$ cat src/rtl/tvc_pkg.sv
// Package: shared types and constants for the virtual timer control access
// decoder. Assumes the verdict kinds are listed in one-hot bit order.
package tvc_pkg;

    localparam int KIND_N   = 6;
    localparam int LVL_W    = 2;
    localparam int NEST_W   = 3;
    localparam int EC_W     = 6;
    localparam int OFS_W    = 12;
    localparam logic [EC_W-1:0]  EC_TIMER  = 6'h18;
    localparam logic [OFS_W-1:0] NEST_OFS  = 12'h170;

    // Verdict kinds; the numeric value is the one-hot bit position.
    typedef enum logic [2:0] {
        K_PRIMARY = 3'd0,
        K_ALT_SEC = 3'd1,
        K_ALT_NS  = 3'd2,
        K_MEM     = 3'd3,
        K_TRAP    = 3'd4,
        K_UNDEF   = 3'd5
    } kind_e;

    typedef struct packed {
        kind_e             kind;
        logic [LVL_W-1:0]  tgt;
    } verdict_t;

    // Chooses the register a host-mode access lands on.
    function automatic kind_e host_redirect(input logic ns, input logic sec_l2);
        if (!ns && sec_l2) return K_ALT_SEC;
        else if (ns)       return K_ALT_NS;
        else               return K_PRIMARY;
    endfunction

endpackage

$ cat src/rtl/tvc_host_resolve.sv
// Module: derives the host-mode flags and the effective nested field from
// the raw configuration bits. Assumes the bits are stable within a cycle.
module tvc_host_resolve
    import tvc_pkg::*;
#(
    parameter int NW = NEST_W
) (
    input  logic          lvl2_en_i,
    input  logic          host_ext_i,
    input  logic          trap_gen_i,
    input  logic [NW-1:0] nest_i,
    output logic          host_usr_o,
    output logic          host_l2_o,
    output logic [NW-1:0] nest_eff_o
);

    // Host-mode flags for level 0 and level 2.
    always_comb begin
        host_l2_o  = lvl2_en_i & host_ext_i;
        host_usr_o = lvl2_en_i & host_ext_i & trap_gen_i;
    end

    // The nested field only counts while level 2 is enabled.
    always_comb begin
        nest_eff_o = lvl2_en_i ? nest_i : '0;
    end

    // level-0 host mode implies level-2 host mode.
    always_comb begin
        assert_host_nest_R3: assert (!host_usr_o || host_l2_o)
            else $error("host flags inconsistent");
    end

endmodule

$ cat src/rtl/tvc_primary_path.sv
// Module: decision tree for the primary alias (op1=0b011). Assumes host
// flags and the effective nested field come from tvc_host_resolve.
module tvc_primary_path
    import tvc_pkg::*;
#(
    parameter int NW = NEST_W
) (
    input  logic [LVL_W-1:0] lvl_i,
    input  logic             lvl2_en_i,
    input  logic             trap_gen_i,
    input  logic             host_usr_i,
    input  logic             host_l2_i,
    input  logic             usr_en_k_i,
    input  logic             usr_en_h_i,
    input  logic             l1_tmr_trap_i,
    input  logic [NW-1:0]    nest_eff_i,
    input  logic             ns_i,
    input  logic             sec_l2_i,
    output verdict_t         v_o
);

    // Prioritised tree per privilege level.
    always_comb begin
        v_o.kind = K_PRIMARY;
        v_o.tgt  = '0;
        unique case (lvl_i)
            2'd0: begin
                if (!host_usr_i && !usr_en_k_i) begin
                    v_o.kind = K_TRAP;
                    v_o.tgt  = (lvl2_en_i && trap_gen_i) ? 2'd2 : 2'd1;
                end else if (host_usr_i && !usr_en_h_i) begin
                    v_o.kind = K_TRAP;
                    v_o.tgt  = 2'd2;
                end else if (lvl2_en_i && !host_usr_i && l1_tmr_trap_i) begin
                    v_o.kind = K_TRAP;
                    v_o.tgt  = 2'd2;
                end else if (host_usr_i) begin
                    v_o.kind = host_redirect(ns_i, sec_l2_i);
                end
            end
            2'd1: begin
                if (lvl2_en_i && l1_tmr_trap_i) begin
                    v_o.kind = K_TRAP;
                    v_o.tgt  = 2'd2;
                end else if (nest_eff_i == NW'(3'b111)) begin
                    v_o.kind = K_MEM;
                end
            end
            2'd2: begin
                if (host_l2_i) v_o.kind = host_redirect(ns_i, sec_l2_i);
            end
            default: ;
        endcase
    end

    // level 3 on the primary alias reaches the primary register.
    always_comb begin
        assert_lvl3_direct_R8: assert (lvl_i != 2'd3 || v_o.kind == K_PRIMARY)
            else $error("level 3 primary alias not direct");
    end

endmodule

$ cat src/rtl/tvc_alt_path.sv
// Module: decision tree for the second alias (op1=0b101). Assumes host
// flags and the effective nested field come from tvc_host_resolve.
module tvc_alt_path
    import tvc_pkg::*;
#(
    parameter int NW = NEST_W
) (
    input  logic [LVL_W-1:0] lvl_i,
    input  logic             lvl2_en_i,
    input  logic             host_usr_i,
    input  logic             host_l2_i,
    input  logic             nv_tmr_trap_i,
    input  logic [NW-1:0]    nest_eff_i,
    output verdict_t         v_o
);

    // Prioritised tree per privilege level.
    always_comb begin
        v_o.kind = K_UNDEF;
        v_o.tgt  = '0;
        unique case (lvl_i)
            2'd0: v_o.kind = K_UNDEF;
            2'd1: begin
                if (nest_eff_i == NW'(3'b101)) begin
                    if (lvl2_en_i && !host_usr_i && nv_tmr_trap_i) begin
                        v_o.kind = K_TRAP;
                        v_o.tgt  = 2'd2;
                    end else begin
                        v_o.kind = K_MEM;
                    end
                end else if (nest_eff_i[0]) begin
                    v_o.kind = K_TRAP;
                    v_o.tgt  = 2'd2;
                end
            end
            default: v_o.kind = host_l2_i ? K_PRIMARY : K_UNDEF;
        endcase
    end

    // the second alias is never usable at level 0.
    always_comb begin
        assert_lvl0_undef_R9: assert (lvl_i != 2'd0 || v_o.kind == K_UNDEF)
            else $error("second alias at level 0 not undefined");
    end

endmodule

$ cat src/rtl/tvc_access_decoder.sv
// Module: top of the virtual timer control access decoder. Selects the
// verdict of the alias in use and encodes it onto one-hot and side outputs.
// Assumes a purely combinational use; no clock or reset is needed.
module tvc_access_decoder
    import tvc_pkg::*;
#(
    parameter int                NW      = NEST_W,
    parameter int                ECW     = EC_W,
    parameter int                OW      = OFS_W,
    parameter logic [ECW-1:0]    EC_VAL  = EC_TIMER,
    parameter logic [OW-1:0]     OFS_VAL = NEST_OFS
) (
    input  logic [LVL_W-1:0]  lvl_i,
    input  logic              wr_i,
    input  logic              alias2_i,
    input  logic              lvl2_en_i,
    input  logic              host_ext_i,
    input  logic              trap_gen_i,
    input  logic              usr_en_k_i,
    input  logic              usr_en_h_i,
    input  logic              l1_tmr_trap_i,
    input  logic              nv_tmr_trap_i,
    input  logic [NW-1:0]     nest_i,
    input  logic              ns_i,
    input  logic              sec_l2_i,
    output logic [KIND_N-1:0] verdict_o,
    output logic [LVL_W-1:0]  trap_lvl_o,
    output logic [ECW-1:0]    ec_o,
    output logic [OW-1:0]     ofs_o,
    output logic              wr_o
);

    logic          host_usr;
    logic          host_l2;
    logic [NW-1:0] nest_eff;
    verdict_t      v_pri;
    verdict_t      v_alt;
    verdict_t      v_sel;

    tvc_host_resolve #(.NW(NW)) u_host (
        .lvl2_en_i  (lvl2_en_i),
        .host_ext_i (host_ext_i),
        .trap_gen_i (trap_gen_i),
        .nest_i     (nest_i),
        .host_usr_o (host_usr),
        .host_l2_o  (host_l2),
        .nest_eff_o (nest_eff)
    );

    tvc_primary_path #(.NW(NW)) u_pri (
        .lvl_i         (lvl_i),
        .lvl2_en_i     (lvl2_en_i),
        .trap_gen_i    (trap_gen_i),
        .host_usr_i    (host_usr),
        .host_l2_i     (host_l2),
        .usr_en_k_i    (usr_en_k_i),
        .usr_en_h_i    (usr_en_h_i),
        .l1_tmr_trap_i (l1_tmr_trap_i),
        .nest_eff_i    (nest_eff),
        .ns_i          (ns_i),
        .sec_l2_i      (sec_l2_i),
        .v_o           (v_pri)
    );

    tvc_alt_path #(.NW(NW)) u_alt (
        .lvl_i         (lvl_i),
        .lvl2_en_i     (lvl2_en_i),
        .host_usr_i    (host_usr),
        .host_l2_i     (host_l2),
        .nv_tmr_trap_i (nv_tmr_trap_i),
        .nest_eff_i    (nest_eff),
        .v_o           (v_alt)
    );

    // Pick the verdict of the alias in use.
    always_comb begin
        v_sel = alias2_i ? v_alt : v_pri;
    end

    // One-hot verdict, one bit per kind.
    for (genvar g = 0; g < KIND_N; g++) begin : g_onehot
        assign verdict_o[g] = (v_sel.kind == kind_e'(g));
    end

    // Side outputs are driven only for their own verdict kind.
    always_comb begin
        trap_lvl_o = (v_sel.kind == K_TRAP) ? v_sel.tgt : '0;
        ec_o       = (v_sel.kind == K_TRAP) ? EC_VAL : '0;
        ofs_o      = (v_sel.kind == K_MEM)  ? OFS_VAL : '0;
        wr_o       = wr_i & (|verdict_o[3:0]);
    end

    // Output-level checks guarding the encoder.
    always_comb begin
        assert_onehot_R1: assert ($onehot(verdict_o))
            else $error("verdict not one-hot");
        assert_trap_fields_R2: assert (verdict_o[4] ?
                ((trap_lvl_o == 2'd1 || trap_lvl_o == 2'd2) && ec_o == EC_VAL) :
                (trap_lvl_o == '0 && ec_o == '0))
            else $error("trap side outputs wrong");
        assert_ofs_R2: assert (verdict_o[3] ? (ofs_o == OFS_VAL) : (ofs_o == '0))
            else $error("offset output wrong");
        assert_wr_gate_R11: assert (!wr_o || (wr_i && !verdict_o[4] && !verdict_o[5]))
            else $error("write qualifier on non-access");
    end

endmodule

$ cat config.mk
export PLATFORM = sky130hd
export DESIGN_NAME = tvc_access_decoder
export DESIGN_NICKNAME = d
export VERILOG_FILES = /design/src/rtl/tvc_pkg.sv /design/src/rtl/tvc_host_resolve.sv /design/src/rtl/tvc_primary_path.sv /design/src/rtl/tvc_alt_path.sv /design/src/rtl/tvc_access_decoder.sv
export SDC_FILE = /design/constraint.sdc
export NUM_CORES = 1
export LEC_CHECK = 0
export BUFFER_PORTS_ARGS = -buffer_cell sky130_fd_sc_hd__buf_4
export CAP_MARGIN = 10
export CORE_AREA = 2 2 39 41
export DETAILED_ROUTE_END_ITERATION = 10
export DIE_AREA = 0 0 41 43
export PLACE_DENSITY_LB_ADDON = 0.2
export SLEW_MARGIN = 5
export SYNTH_ARGS = -nofsm -noshare
export SYNTH_HDL_FRONTEND = slang
export SYNTH_SLANG_ARGS = --single-unit
$ cat constraint.sdc
create_clock -name vclk -period 2.3
set_input_delay 0.115 -clock vclk [all_inputs]
set_output_delay 0.115 -clock vclk [all_outputs]
set_load 0.01 [all_outputs]
==> impl_metrics.toml <==
[run_status]
status = "finished, final reports clean"

[drt]
routedWlPerCell_um = 10.3
drtAntennaViolNets = 0
num_vias = 417
initialDrtViolationCount = 8
routed_wl_um = 964
drc = 0
first_pass_iters = 4
via_per_inst = 4.44

[placement]
dp.cells = 94
dp_hpwl_um = 844
pre_cts_ws_ns = 0.801
port_buffers = 31
place_congestion = 0.810

[yosys]
yosys.area.top_type = "buf_4"
avgSynthCellArea_um2 = 7.48
ys_seq_area_share_pct = 0
synth.distinct_cells = 29
synth_top_area_share_pct = 34.0
ys_top_cells_by_area = "buf_4 (34%), nor4_2 (9.0%), a21oi_1 (3.6%)"
synth_cells = 56
synth_area_um2 = 419
netlist_top_cells_count = "buf_4 (19), nor2_1 (4), a21oi_1 (3), nand2_1 (3), nor4_2 (3)"
ys_warn_count = 0
synth.most_common_cell = "buf_4"

[final_layout]
area_delta_synth_final_pct = 33.4
clock_buffers = 0
n_antenna_cell = 0
seq_cell_count = 0
finalCoreUtilization_pct = 40.4
register_area_um2 = 0
fin_cells = 94
drive_gt1_share_pct = 48.7
nNetsFinal = 96

[sta]
fmax_ghz = 0.664
layout_setup_ws_ns = 0.795
finalSetupViolCount = 0
min_period_ns = 1.51
fin_crit_sh_pct = 65.4
finalHoldViolCount = 0
rsz0062_at_grt = "no"
drv_slew = 0
fin_setup_tns_ns = 0

[floorplanning]
rows = 14
coreArea_um2 = 1380
start_util_pct = 30.3
die_x_um = 41
die_area_um2 = 1760
die_y_um = 43
io_pins = 43

[power]
p_leak_nw = 0.284
netSwitchingFraction_pct = 51.2
powerDensity_nw_per_um2 = 168
intPower_uw = 45.7
p_switching_uw = 48.1
p_comb_share_pct = 100.0
clkPwrFrac_pct = 0
peakVddDrop_v = 0.0000559
seq_power_share_pct = 0
power_uw = 93.8

[cts]
cts_resized = 0
postCtsSetupBuffers = 0
cts_hold_buf = 0

[grt]
grt_pass1_vias = 340
track_usage_pct = 10.6
grt_pass1_wl_mm = 1.40
antenna_found_initial = 0
globalRoute.totalOverflow = 0
grt_max_degree = 9

[flow_run]
drv_cap = 0

[hold_path]
hold_start = "wr_i"
hold_end = "wr_o"
min_path_type = "input pin to output port"
worstHoldPathCells = 3

[critical_path]
cp_max_fo = 7
start_kind = "input pin"
arrival_ns = 1.39
worst-setup-path-type = "input pin to output port"
cp-end-kind = "output port"
crit_required_ns = 2.18
cell usage in the layout, fill, tap and decap left out, drive strengths merged:
| cell | instances |
|---|---|
| buf | 31 |
| conb | 12 |
| nor2 | 4 |
| a21oi | 3 |
| nor4 | 3 |
| nand2 | 3 |
| nand3 | 2 |
| or2b | 2 |
| a2bb2oi | 2 |
| nand3b | 1 |
| nor4b | 1 |
| a21boi | 1 |
| nand2b | 1 |
| a211oi | 1 |
| and4b | 1 |
| o31ai | 1 |
| a311oi | 1 |
| nand4b | 1 |
| mux2i | 1 |
| and3 | 1 |
| nor2b | 1 |
| and2 | 1 |
| a21o | 1 |
| inv | 1 |
| o32ai | 1 |
worst max path at each step:
stage,startpoint,end,slack [ns],depth (start not counted)
2_1_floorplan,lvl2_en_i,ofs_o[5],0.70,6
3_3_place_gp,lvl_i[0],verdict_o[3],0.81,6
3_5_place_dp,host_ext_i,verdict_o[4],0.80,6
4_1_cts,host_ext_i,verdict_o[4],0.80,6
5_1_grt,lvl_i[0],ofs_o[5],0.70,6
6_report,lvl_i[0],ofs_o[6],0.79,6
logic make-up after synthesis:
| family | after synthesis | share of synthesized area, % |
|---|---|---|
| buffers and inverters | 21 | 37.6 |
| AO/OA/AOI/OAI | 11 | 22.1 |
| multiplexers | 1 | 2.39 |
| other | 1 | 0.895 |
| AND/OR/NAND/NOR | 22 | 37.0 |
stage by stage:
step | hold slack [ns] | cell area, µm²
5_1_grt | 0.532 | 559
4_1_cts | 0.516 | 559
3_3_place_gp | 0.516 | 559
6_report | 0.515 | 559
2_1_floorplan | 0.312 | 460
3_5_place_dp | 0.516 | 559
area by class of cell:
| type | instances | area, µm² |
|---|---|---|
| repair buffers | 31 | 233 |
| well taps | 16 | 20.0 |
| inverters | 1 | 3.75 |
| fillers | 158 | 825 |
| multi-input cells | 46 | 303 |
worst max-delay path, stage by stage:
cell and delay [ns]:
buf_4 0.13, nand3b_1 0.20, nor4b_1 0.39, a211oi_1 0.11
nor2_1 0.26, buf_4 0.18
routing by layer:
layer / routed length (µm) / track usage [%]
met3: 71 / 0
met1: 402 / 15.5
met2: 489 / 17.5
met4: 0 / 0.667
met5: 0 / 0
power by group through the flow:
stage | clock, mW | combinational (mW) | sequential (mW)
6_report | 0 | 0.0938 | 0
5_1_grt | 0 | 0.102 | 0
4_1_cts | 0 | 0.0935 | 0
3_5_place_dp | 0 | 0.0933 | 0
3_3_place_gp | 0 | 0.0933 | 0
2_1_floorplan | 0 | 0.0687 | 0
(Power assumes the default switching activity.)
